<file path="src/rtl/bar_bank_pkg.sv">
// Shared types and helpers for the base address window decoder.
// Assumes window sizes are powers of two between 2^4 and 2^63 bytes.
package bar_bank_pkg;

    typedef enum logic [1:0] {
        BAR_NONE  = 2'd0,
        BAR_IO    = 2'd1,
        BAR_MEM32 = 2'd2,
        BAR_MEM64 = 2'd3
    } bar_kind_e;

    localparam int unsigned NUM_SLOTS   = 6;   // slots at dword 4..9
    localparam int unsigned SLOT_BASE_DW = 4;  // dword index of first slot
    localparam int unsigned CMD_DW      = 1;   // dword index of command
    localparam int unsigned CMD_W       = 16;
    localparam int unsigned CMD_IO_BIT  = 0;
    localparam int unsigned CMD_MEM_BIT = 1;
    localparam int unsigned REQ_AW      = 64;
    localparam int unsigned SLOT_IW     = $clog2(NUM_SLOTS);
    localparam int unsigned DW_IDX_W    = 10;

    // Writable address bits of the low dword of a window.
    function automatic logic [31:0] lo_mask_f(bar_kind_e k, int unsigned lg);
        if (k == BAR_NONE || lg >= 32) return 32'h0;
        return 32'hFFFF_FFFF << lg;
    endfunction

    // Writable address bits of the high dword (64-bit windows only).
    function automatic logic [31:0] hi_mask_f(bar_kind_e k, int unsigned lg);
        if (k != BAR_MEM64) return 32'h0;
        if (lg >= 32) return 32'hFFFF_FFFF << (lg - 32);
        return 32'hFFFF_FFFF;
    endfunction

    // Read-only type bits in the low nibble.
    function automatic logic [31:0] type_bits_f(bar_kind_e k, bit pref);
        case (k)
            BAR_IO:    return 32'h1;
            BAR_MEM32: return {28'h0, pref, 3'b000};
            BAR_MEM64: return {28'h0, pref, 3'b100};
            default:   return 32'h0;
        endcase
    endfunction

    // Byte-enable merge of new data into an old dword.
    function automatic logic [31:0] be_merge_f(logic [31:0] old_v, logic [31:0] new_v,
                                               logic [3:0] be);
        logic [31:0] r;
        for (int b = 0; b < 4; b++)
            r[b*8 +: 8] = be[b] ? new_v[b*8 +: 8] : old_v[b*8 +: 8];
        return r;
    endfunction

endpackage

</file>
<file path="src/rtl/bar_slot.sv">
// One base address window: low dword and, for 64-bit windows, high dword.
// Applies the size masks on write, supplies read data with type bits and
// exports the 64-bit base and mask used by the matcher.
// Assumes LOG2 >= 4 so the type nibble never overlaps address bits.
module bar_slot
    import bar_bank_pkg::*;
#(
    parameter bar_kind_e   KIND = BAR_MEM32,
    parameter bit          PREF = 1'b0,
    parameter int unsigned LOG2 = 12
) (
    input  logic        clk,
    input  logic        rst_n,
    input  logic        wr_lo,
    input  logic        wr_hi,
    input  logic [3:0]  be,
    input  logic [31:0] wdata,
    output logic [31:0] rd_lo,
    output logic [31:0] rd_hi,
    output logic [63:0] win_base,
    output logic [63:0] win_mask
);
    localparam logic [31:0] LO_MASK     = lo_mask_f(KIND, LOG2);
    localparam logic [31:0] HI_MASK     = hi_mask_f(KIND, LOG2);
    localparam logic [31:0] TYPE_BITS   = type_bits_f(KIND, PREF);
    localparam logic [31:0] DEC_HI_MASK = (KIND == BAR_MEM64) ? HI_MASK : 32'hFFFF_FFFF;

    logic [31:0] lo_q;
    logic [31:0] hi_q;

    // Store programmed address bits, dropping those below the window size.
    always_ff @(posedge clk) begin
        if (!rst_n) begin
            lo_q <= '0;
            hi_q <= '0;
        end else begin
            if (wr_lo) lo_q <= be_merge_f(lo_q, wdata, be) & LO_MASK;
            if (wr_hi) hi_q <= be_merge_f(hi_q, wdata, be) & HI_MASK;
        end
    end

    // Read data and decode window.
    always_comb begin
        rd_lo    = lo_q | TYPE_BITS;
        rd_hi    = hi_q;
        win_base = {hi_q, lo_q};
        win_mask = {DEC_HI_MASK, LO_MASK};
    end

    // no address bit below the window size is ever held
    p_lo_clean_r1: assert property (@(posedge clk) disable iff (!rst_n)
        (lo_q & ~LO_MASK) == 32'h0);

    // high dword keeps only the bits of its size mask
    p_hi_clean_r3: assert property (@(posedge clk) disable iff (!rst_n)
        (hi_q & ~HI_MASK) == 32'h0);

endmodule

</file>
<file path="src/rtl/bar_match.sv">
// Compares one request with every live window, gated by the space enables
// and request type, picks the lowest matching slot and registers the result.
// Assumes window bases have no bits set outside their masks.
module bar_match
    import bar_bank_pkg::*;
(
    input  logic                          clk,
    input  logic                          rst_n,
    input  logic [NUM_SLOTS-1:0]          slot_live,
    input  logic [NUM_SLOTS-1:0]          slot_io,
    input  logic [NUM_SLOTS-1:0][63:0]    win_base,
    input  logic [NUM_SLOTS-1:0][63:0]    win_mask,
    input  logic                          en_io,
    input  logic                          en_mem,
    input  logic                          req_valid,
    input  logic                          req_is_io,
    input  logic [REQ_AW-1:0]             req_addr,
    output logic                          hit,
    output logic [SLOT_IW-1:0]            hit_bar,
    output logic [REQ_AW-1:0]             hit_offset
);
    logic [NUM_SLOTS-1:0] hit_vec;
    logic [SLOT_IW-1:0]   pick;
    logic [REQ_AW-1:0]    pick_off;

    // Per-slot match under enables and request type.
    always_comb begin
        for (int i = 0; i < NUM_SLOTS; i++) begin
            hit_vec[i] = req_valid && slot_live[i] && (slot_io[i] == req_is_io)
                      && (slot_io[i] ? en_io : en_mem)
                      && ((req_addr & win_mask[i]) == win_base[i]);
        end
    end

    // Lowest index wins: scan from the top so lower slots overwrite.
    always_comb begin
        pick     = '0;
        pick_off = '0;
        for (int i = NUM_SLOTS - 1; i >= 0; i--) begin
            if (hit_vec[i]) begin
                pick     = SLOT_IW'(i);
                pick_off = req_addr & ~win_mask[i];
            end
        end
    end

    // Output register stage.
    always_ff @(posedge clk) begin
        if (!rst_n) begin
            hit        <= 1'b0;
            hit_bar    <= '0;
            hit_offset <= '0;
        end else begin
            hit        <= |hit_vec;
            hit_bar    <= pick;
            hit_offset <= pick_off;
        end
    end

    // a hit always follows a valid request
    p_hit_after_req_r4: assert property (@(posedge clk) disable iff (!rst_n)
        hit |-> $past(req_valid));

    // a hit requires the enable of the request's space
    p_space_enable_r5: assert property (@(posedge clk) disable iff (!rst_n)
        hit |-> $past(req_is_io ? en_io : en_mem));

    // only live slots are ever reported
    p_live_slot_r8: assert property (@(posedge clk) disable iff (!rst_n)
        hit |-> slot_live[hit_bar]);

    // no lower slot matched the reported request
    p_lowest_wins_r7: assert property (@(posedge clk) disable iff (!rst_n)
        hit |-> (($past(hit_vec) & ((NUM_SLOTS'(1) << hit_bar) - NUM_SLOTS'(1))) == '0));

endmodule

</file>
<file path="src/rtl/bar_decode_bank.sv">
// Base address window decoder: command register, six configurable slots at
// dword 4..9, configuration read mux and registered request decode.
// Assumes the slot after a 64-bit window exists and is configured BAR_NONE.
module bar_decode_bank
    import bar_bank_pkg::*;
#(
    parameter bar_kind_e   BAR_KIND [NUM_SLOTS] = '{BAR_MEM64, BAR_NONE, BAR_MEM32,
                                                     BAR_IO, BAR_MEM32, BAR_NONE},
    parameter bit          BAR_PREF [NUM_SLOTS] = '{1'b1, 1'b0, 1'b0, 1'b0, 1'b0, 1'b0},
    parameter int unsigned BAR_LOG2 [NUM_SLOTS] = '{32, 4, 12, 5, 20, 4}
) (
    input  logic                 clk,
    input  logic                 rst_n,
    input  logic                 cfg_we,
    input  logic [11:2]          cfg_dw,
    input  logic [3:0]           cfg_be,
    input  logic [31:0]          cfg_wdata,
    output logic [31:0]          cfg_rdata,
    input  logic                 req_valid,
    input  logic                 req_is_io,
    input  logic [REQ_AW-1:0]    req_addr,
    output logic                 hit,
    output logic [SLOT_IW-1:0]   hit_bar,
    output logic [REQ_AW-1:0]    hit_offset
);
    logic [CMD_W-1:0]                cmd_q;
    logic [31:0]                     cmd_merge;
    logic [NUM_SLOTS-1:0]            slot_live;
    logic [NUM_SLOTS-1:0]            slot_io;
    logic [NUM_SLOTS-1:0][31:0]      slot_rd;
    logic [NUM_SLOTS-1:0][31:0]      hi_rd;
    logic [NUM_SLOTS-1:0][63:0]      win_base;
    logic [NUM_SLOTS-1:0][63:0]      win_mask;

    // Command merge: only the low halfword's byte enables take part.
    always_comb cmd_merge = be_merge_f({16'h0, cmd_q}, cfg_wdata, {2'b00, cfg_be[1:0]});

    // Command register update.
    always_ff @(posedge clk) begin
        if (!rst_n)
            cmd_q <= '0;
        else if (cfg_we && cfg_dw == DW_IDX_W'(CMD_DW))
            cmd_q <= cmd_merge[CMD_W-1:0];
    end

    for (genvar gi = 0; gi < NUM_SLOTS; gi++) begin : g_slot
        localparam bit PREV64 = (gi > 0) && (BAR_KIND[(gi > 0) ? gi - 1 : 0] == BAR_MEM64);
        localparam bit LIVE   = (BAR_KIND[gi] != BAR_NONE) && !PREV64;

        assign slot_live[gi] = LIVE;
        assign slot_io[gi]   = (BAR_KIND[gi] == BAR_IO);

        if (LIVE) begin : g_bar
            logic wr_lo;
            logic wr_hi;
            assign wr_lo = cfg_we && (cfg_dw == DW_IDX_W'(SLOT_BASE_DW + gi));
            assign wr_hi = cfg_we && (BAR_KIND[gi] == BAR_MEM64)
                        && (cfg_dw == DW_IDX_W'(SLOT_BASE_DW + gi + 1));
            bar_slot #(
                .KIND (BAR_KIND[gi]),
                .PREF (BAR_PREF[gi]),
                .LOG2 (BAR_LOG2[gi])
            ) u_slot (
                .clk      (clk),
                .rst_n    (rst_n),
                .wr_lo    (wr_lo),
                .wr_hi    (wr_hi),
                .be       (cfg_be),
                .wdata    (cfg_wdata),
                .rd_lo    (slot_rd[gi]),
                .rd_hi    (hi_rd[gi]),
                .win_base (win_base[gi]),
                .win_mask (win_mask[gi])
            );
        end else begin : g_hole
            assign hi_rd[gi]    = 32'h0;
            assign win_base[gi] = 64'h0;
            assign win_mask[gi] = 64'h0;
            if (PREV64) begin : g_upper
                assign slot_rd[gi] = hi_rd[gi - 1];
            end else begin : g_empty
                assign slot_rd[gi] = 32'h0;
            end
        end
    end

    // Configuration read mux; unlisted indices read zero.
    always_comb begin
        cfg_rdata = 32'h0;
        if (cfg_dw == DW_IDX_W'(CMD_DW))
            cfg_rdata = {16'h0, cmd_q};
        for (int i = 0; i < NUM_SLOTS; i++)
            if (cfg_dw == DW_IDX_W'(SLOT_BASE_DW + i))
                cfg_rdata = slot_rd[i];
    end

    bar_match u_match (
        .clk        (clk),
        .rst_n      (rst_n),
        .slot_live  (slot_live),
        .slot_io    (slot_io),
        .win_base   (win_base),
        .win_mask   (win_mask),
        .en_io      (cmd_q[CMD_IO_BIT]),
        .en_mem     (cmd_q[CMD_MEM_BIT]),
        .req_valid  (req_valid),
        .req_is_io  (req_is_io),
        .req_addr   (req_addr),
        .hit        (hit),
        .hit_bar    (hit_bar),
        .hit_offset (hit_offset)
    );

    // writes without low byte enables leave the command register alone
    p_cmd_hold_r6: assert property (@(posedge clk) disable iff (!rst_n)
        (cfg_we && cfg_dw == DW_IDX_W'(CMD_DW) && cfg_be[1:0] == 2'b00) |=> $stable(cmd_q));

    // reads of indices outside the command and slot range return zero
    p_hole_reads_r8: assert property (@(posedge clk) disable iff (!rst_n)
        (cfg_dw != DW_IDX_W'(CMD_DW) && (cfg_dw < DW_IDX_W'(SLOT_BASE_DW)
         || cfg_dw >= DW_IDX_W'(SLOT_BASE_DW + NUM_SLOTS))) |-> cfg_rdata == 32'h0);

endmodule

</file>
<file path="config.mk">
export PLATFORM = sky130hd
export DESIGN_NAME = bar_decode_bank
export DESIGN_NICKNAME = d
export VERILOG_FILES = /design/src/rtl/bar_bank_pkg.sv /design/src/rtl/bar_slot.sv /design/src/rtl/bar_match.sv /design/src/rtl/bar_decode_bank.sv
export SDC_FILE = /design/constraint.sdc
export NUM_CORES = 1
export LEC_CHECK = 0
export BUFFER_PORTS_ARGS = -buffer_cell sky130_fd_sc_hd__buf_2
export CORE_AREA = 3 3 129 131
export CTS_CLUSTER_DIAMETER = 50
export DETAILED_ROUTE_END_ITERATION = 7
export DIE_AREA = 0 0 132 134
export GPL_TIMING_DRIVEN = 0
export HOLD_SLACK_MARGIN = 0.03
export PLACE_DENSITY = 0.68
export SLEW_MARGIN = 20
export SYNTH_ARGS = -nofsm -noshare
export SYNTH_HDL_FRONTEND = slang
export SYNTH_SLANG_ARGS = --single-unit
export TNS_END_PERCENT = 50
</file>
<file path="constraint.sdc">
create_clock -name clk -period 3.5 [get_ports clk]
set_input_delay 0.7 -clock clk [delete_from_list [all_inputs] [get_ports clk]]
set_output_delay 0.7 -clock clk [all_outputs]
set_load 0.005 [all_outputs]
</file>
### Word level (Yosys, flattened, before mapping)

Index checks and enable logic that the tools add are counted.

* muxes and demuxes: 14
* $lt $le $gt $ge: 0
* equality and inequality tests: 11
* divide/modulo/power cells: 0
* reductions and logical operators: 32
* add/sub/neg operators: 0
* $mul: 0
* shifts and indexed selects: 0
* bitwise gates (word level): 2

Operators with widths (count)
* 32-bit 2-to-1 mux: 6
* 20-bit 2-to-1 mux: 3
* 59-bit by 27-bit == test with 1-bit output: 1
* 52-bit by 20-bit == test with 1-bit output: 1
* 44-bit by 12-bit == test with 1-bit output: 1
* 10-bit by 3-bit == test with 1-bit output, second input constant: 4
* 32-bit == test: 1
* 16-bit 2-to-1 mux: 2
* 2-bit AND reduction: 15
* 10-bit by 4-bit == test with 1-bit output, second input constant: 2
* 1-bit logical AND: 13
* 10-bit by 1-bit == test with 1-bit output, second input constant: 1
* 4-bit OR reduction: 2
* 2-bit 2-to-1 mux: 2
* 3-bit 2-to-1 mux: 1
* 3-bit OR reduction: 1
* 1-bit NOT: 2
* 2-bit OR reduction: 1

* memory bits (read-only): 0
* latch bits: 0
* word-level logic and storage cells: 80
* memory bits (writable): 0
* memories kept: 0
* output and inout port bits: 100
* register bits: 175

### Logic depth before layout (Yosys ltp)

* depth in word-level cells: 8
* gate-level depth with buffers: 9
* mapped depth without buffers: 6

### Modules after synthesis

A second synthesis with hierarchy kept.

* cells, all modules: 3186
* area, all modules: 23730.3 sq um

Modules (own cells, without submodules)
* bar_match: seq. area each 1361.3 sq um, cells an instance 1840, times used 1, area an instance 12500.7 sq um
* bar_slot (g_slot[0].g_bar.u_slot): seq. area each 640.6 sq um, cells an instance 313, times used 1, area an instance 2635.0 sq um
* bar_slot (g_slot[3].g_bar.u_slot): seq. area each 540.5 sq um, cells an instance 294, times used 1, area an instance 2448.6 sq um
* bar_slot (g_slot[2].g_bar.u_slot): seq. area each 400.4 sq um, cells an instance 267, times used 1, area an instance 2158.3 sq um
* bar_decode_bank: seq. area each 320.3 sq um, cells an instance 235, times used 1, area an instance 2120.8 sq um
* bar_slot (g_slot[4].g_bar.u_slot): seq. area each 240.2 sq um, cells an instance 237, times used 1, area an instance 1866.8 sq um

### Worst setup path after synthesis

No wires, ideal clock.

* path type: input -> output
* start point: in cfg_dw[7] (netlist bit)
* end point: out cfg_rdata[10]
* path slack: 0.533 ns
* required time: 2.800 ns
* arrival time: 2.267 ns
* stages: 7
* path through: or4_4 > nor3b_1 > and3_1 > buf_2 > buf_2 > a222oi_1 > inv_1

* longest elaborated chain between the ends: 8
* elaborated cells between the ends (all ways): 14
* classes of those cells: eq/ne: 7; mux: 7

Ends and longest elaborated chain
* from (decl): line bar_decode_bank.sv:15 `input logic [11:2] cfg_dw,`
* 10-bit by 1-bit == test with 1-bit output: line bar_decode_bank.sv:90 `if (cfg_dw == DW_IDX_W'(CMD_DW))`
* 16-bit 2-to-1 mux: line bar_decode_bank.sv:90
* 16-bit 2-to-1 mux: line bar_decode_bank.sv:93 `if (cfg_dw == DW_IDX_W'(SLOT_BASE_DW + i))`
* 32-bit 2-to-1 mux (4 in a row): line bar_decode_bank.sv:93
* 32-bit 2-to-1 mux (*): line bar_decode_bank.sv:93
* to (decl): line bar_decode_bank.sv:18 `output logic [31:0] cfg_rdata,`

Every way passes the cells marked *; elsewhere a longest branch is shown, timed or not.

### Worst setup path after layout

* start point: in cfg_dw[7] (netlist bit)
* end point: out cfg_rdata[7]

Same word-level chain as after synthesis.

==> impl_metrics.py <==
metrics = {
    "run_status": {
        "status": "complete, no violations",
    },
    "timing": {
        "final.setup_skew_ns": 0.005812,
        "setup_tns_ns": 0,
        "final-hold-violation-count": 0,
        "fmax_ghz": 0.2934,
        "period_share_pct": 97.36,
        "rsz0062_at_grt": "false",
        "finalCriticalPeriod_ns": 3.408,
        "finalSetupViolations": 0,
        "slew_viol_final": 0,
        "tightest_slew_ns": 0.8199,
        "relSlewSlack_pct": 45.34,
    },
    "synth": {
        "yosys.area_share.simple_pct": 22.92,
        "yosysSeqAreaShare_pct": 41.32,
        "synth_edf_count": 0,
        "postSynthCellCount": 825,
        "synthTopCellsByArea": "dfxtp_1 41%, xnor2_1 9.7%, nand2_1 9.4%",
        "async_flop_share_pct": 0,
        "yosysWarnings": 0,
        "synth_xor_area_share_pct": 11.50,
        "ys_seq_elements": 143,
        "synth_top_family_by_area": "simple AND/OR/NAND/NOR gates",
        "synth_adder_area_share_pct": 0,
        "synth_area_per_cell_sq_um": 8.397,
        "synth_top_area_cell": "dfxtp_1",
        "syn-cell-area_sq_um": 6928,
        "synth.most_common_cell": "nand2_1",
        "muxShareOfSynthArea_pct": 4.479,
        "synth-main-ff-cell": "dfxtp_1",
        "synth_cell_type_count": 46,
        "synth-compound-area-share_pct": 13.15,
        "ys_top_cells_by_count": "173 x nand2_1, 143 x dfxtp_1, 77 x a21oi_1, 77 x xnor2_1, 48 x nor2_1",
        "synth_top_area_share_pct": 41.32,
    },
    "route": {
        "routed_wl_microns": 24730,
        "met2_length_microns": 10940,
        "dr_wl_met3_microns": 2516,
        "wl_met1_microns": 10270,
        "drc": 0,
        "first_pass_iters": 8,
        "wl_per_cell_microns": 19.24,
        "via_per_inst": 5.369,
        "postRouteAntennaNets": 0,
        "vias": 6899,
        "drtIter0Drc": 836,
        "dr.max_layer_used": "met5",
    },
    "clock_network": {
        "cts_hold_buf": 0,
        "htree_levels": 4,
        "cts_buffers": 17,
        "cts_tree": "built",
        "max-clock-path-buffers": 2,
        "clock-sinks": 143,
        "cts-root-buf": "clkbuf_16",
        "insertion_delay_ns": 0.43,
        "clkTransAtPathRegs_ns": 0.06,
    },
    "setup_path": {
        "path_cells": "buf_2 > or4_4 > nor3b_4 > and3_2 > clkbuf_4 > buf_4 > a222oi_1 > inv_1 > buf_2",
        "cp_max_fo": 10,
        "cp.arrival_ns": 2.71,
        "crit_top_cell": "buf_2",
        "required_ns": 2.80,
        "endpoint_kind": "primary output",
        "crit_path_start_kind": "input port",
        "cp_slowest_stage_delay_ns": 0.57,
        "worstSetupPathType": "in -> out",
        "path_delay_family": "simple AND/OR/NAND/NOR gates",
        "cp.buffers_inverters": 5,
        "cp_slowest_cell": "or4_4",
    },
    "final_layout": {
        "drive_above_1_share_pct": 26.50,
        "area_delta_synth_final_pct": 28.75,
        "final_area_sq_um": 8920,
        "nets": 1171,
        "fillCellCount": 1500,
    },
    "global_routing": {
        "first_global_vias": 6551,
        "antenna_found_initial": 2,
        "grtUsageTotal_pct": 27.66,
        "grt_max_degree": 17,
        "grt_pass1_wl_microns": 37200,
        "grt-ovfl-total": 0,
    },
    "power": {
        "peakVddDrop_v": 0.0003685,
        "power_density_nw_per_um2": 447.5,
        "power_leakage_nw": 3.835,
    },
    "run": {
        "drv_cap": 0,
    },
    "floorplanning": {
        "dieArea_sq_um": 17690,
        "fp.dieW_microns": 132,
        "fp.dieH_microns": 134,
        "fp-row-count": 46,
        "coreArea_sq_um": 15710,
        "initial_utilization_pct": 44.09,
        "ioPinCount": 215,
    },
    "placed_design": {
        "gp_congestion": 0.9591,
        "place_area_sq_um": 8225,
        "port_buffers": 182,
        "hpwl_microns": 18710,
    },
    "hold_path": {
        "hp-class": "reg -> reg",
    },
}
==> what timing repair did <==
item                                    in CTS  in global routing
setup buffers                                0                  0
gates resized for setup                      7                  7
endpoints found under the setup margin      24                 24
pin swaps                                    0                  1
cloned                                       0                  0
==> logic make-up (layout without fill, tap and decap cells) <==
family                 after synthesis  count (layout)
AO/OA/AOI/OAI                      138             138
XOR/XNOR                            91              91
buffers and inverters               82             294
flip-flops                         143             143
multiplexers                        31              31
other                                1              33
AND/OR/NAND/NOR                    339             339
==> registers in the layout, summed over array words and instances, names as in the netlist <==
name,cells
cmd_q,16
g_slot.g_bar.u_slot.lo_q,27
g_slot.g_bar.u_slot.rd_hi,32
g_slot.g_bar.u_slot.rd_lo,32
u_match.hit,1
u_match.hit_bar,3
u_match.hit_offset,32
==> path summary, 6_finish.rpt <==
check	from	end	slack, ns	cells past startpoint
min	cmd_q[10]$_SDFFE_PN0P_	cmd_q[10]$_SDFFE_PN0P_	0.46	2
min reg2reg	cmd_q[10]$_SDFFE_PN0P_	cmd_q[10]$_SDFFE_PN0P_	0.46	2
max	cfg_dw[7]	cfg_rdata[7]	0.09	9
max reg2reg	g_slot[2].g_bar.u_slot.rd_lo[13]$_SDFFE_PN0P_	u_match.hit_offset[16]$_SDFF_PN0_	1.11	6
==> cell type report <==
class | instances | area (sq um) | area share, %
multi-input combinational | 631 | 3742 | 41.96
clock buffer | 17 | 425.4 | 4.769
clock inverter | 14 | 239.0 | 2.679
buffer | 71 | 429.2 | 4.811
inverter | 10 | 37.54 | 0.4208
tap | 216 | 270.3 | 3.030
timing repair buffer | 182 | 910.9 | 10.21
sequential | 143 | 2863 | 32.09
antenna | 1 | 2.502 | 0.02805
==> report_power, final <==
group	leakage (nW)	internal [mW]	switching, mW
Combinational	2.36	0.117	0.172
Clock	0.327	1.34	0.739
Sequential	1.15	1.63	0.000234
Total	3.84	3.08	0.911
==> cells in the final DEF (no fill, tap or decap), types with 22 or more instances in the layout <==
cell	n
conb_1	32
dfxtp_1	143
nand2_1	173
buf_4	36
buf_2	188
a21oi_1	77
xnor2_1	77
and3_1	22
nor2_1	47
mux2i_1	31
==> metal layers <==
metal  up-vias  GRT usage, %
met4         2         12.60
met5         -             0
met3        70         8.102
met2       408         42.27
met1      3186         36.25
li1       3233             -
==> metrics by stage <==
| stage | total power, mW | hold slack, ns | std cells | utilization [%] | worst slack (ns) |
|---|---|---|---|---|---|
| 2_1_floorplan | 1.786 | 0.4314 | 856 | - | 0.5332 |
| 4_1_cts | 3.988 | 0.4540 | 1284 | 56.65 | 0.03297 |
| 6_report | 3.991 | 0.4551 | 1285 | 56.77 | 0.09226 |
| 3_3_place_gp | 1.942 | 0.4427 | 1254 | 52.35 | -0.2094 |
| 3_5_place_dp | 1.943 | 0.4460 | 1254 | 52.35 | -0.1861 |
| 5_1_grt | 4.100 | 0.4744 | 1285 | 56.77 | 0.01124 |
==> worst min-delay path, delay by kind of cell (launching register included) <==
kind | cells | cell delay, ns
AO/OA/AOI/OAI | 1 | 0.05
flip-flops | 1 | 0.31
AND/OR/NAND/NOR | 1 | 0.05
No activity file was read; power rests on OpenSTA's default activity.
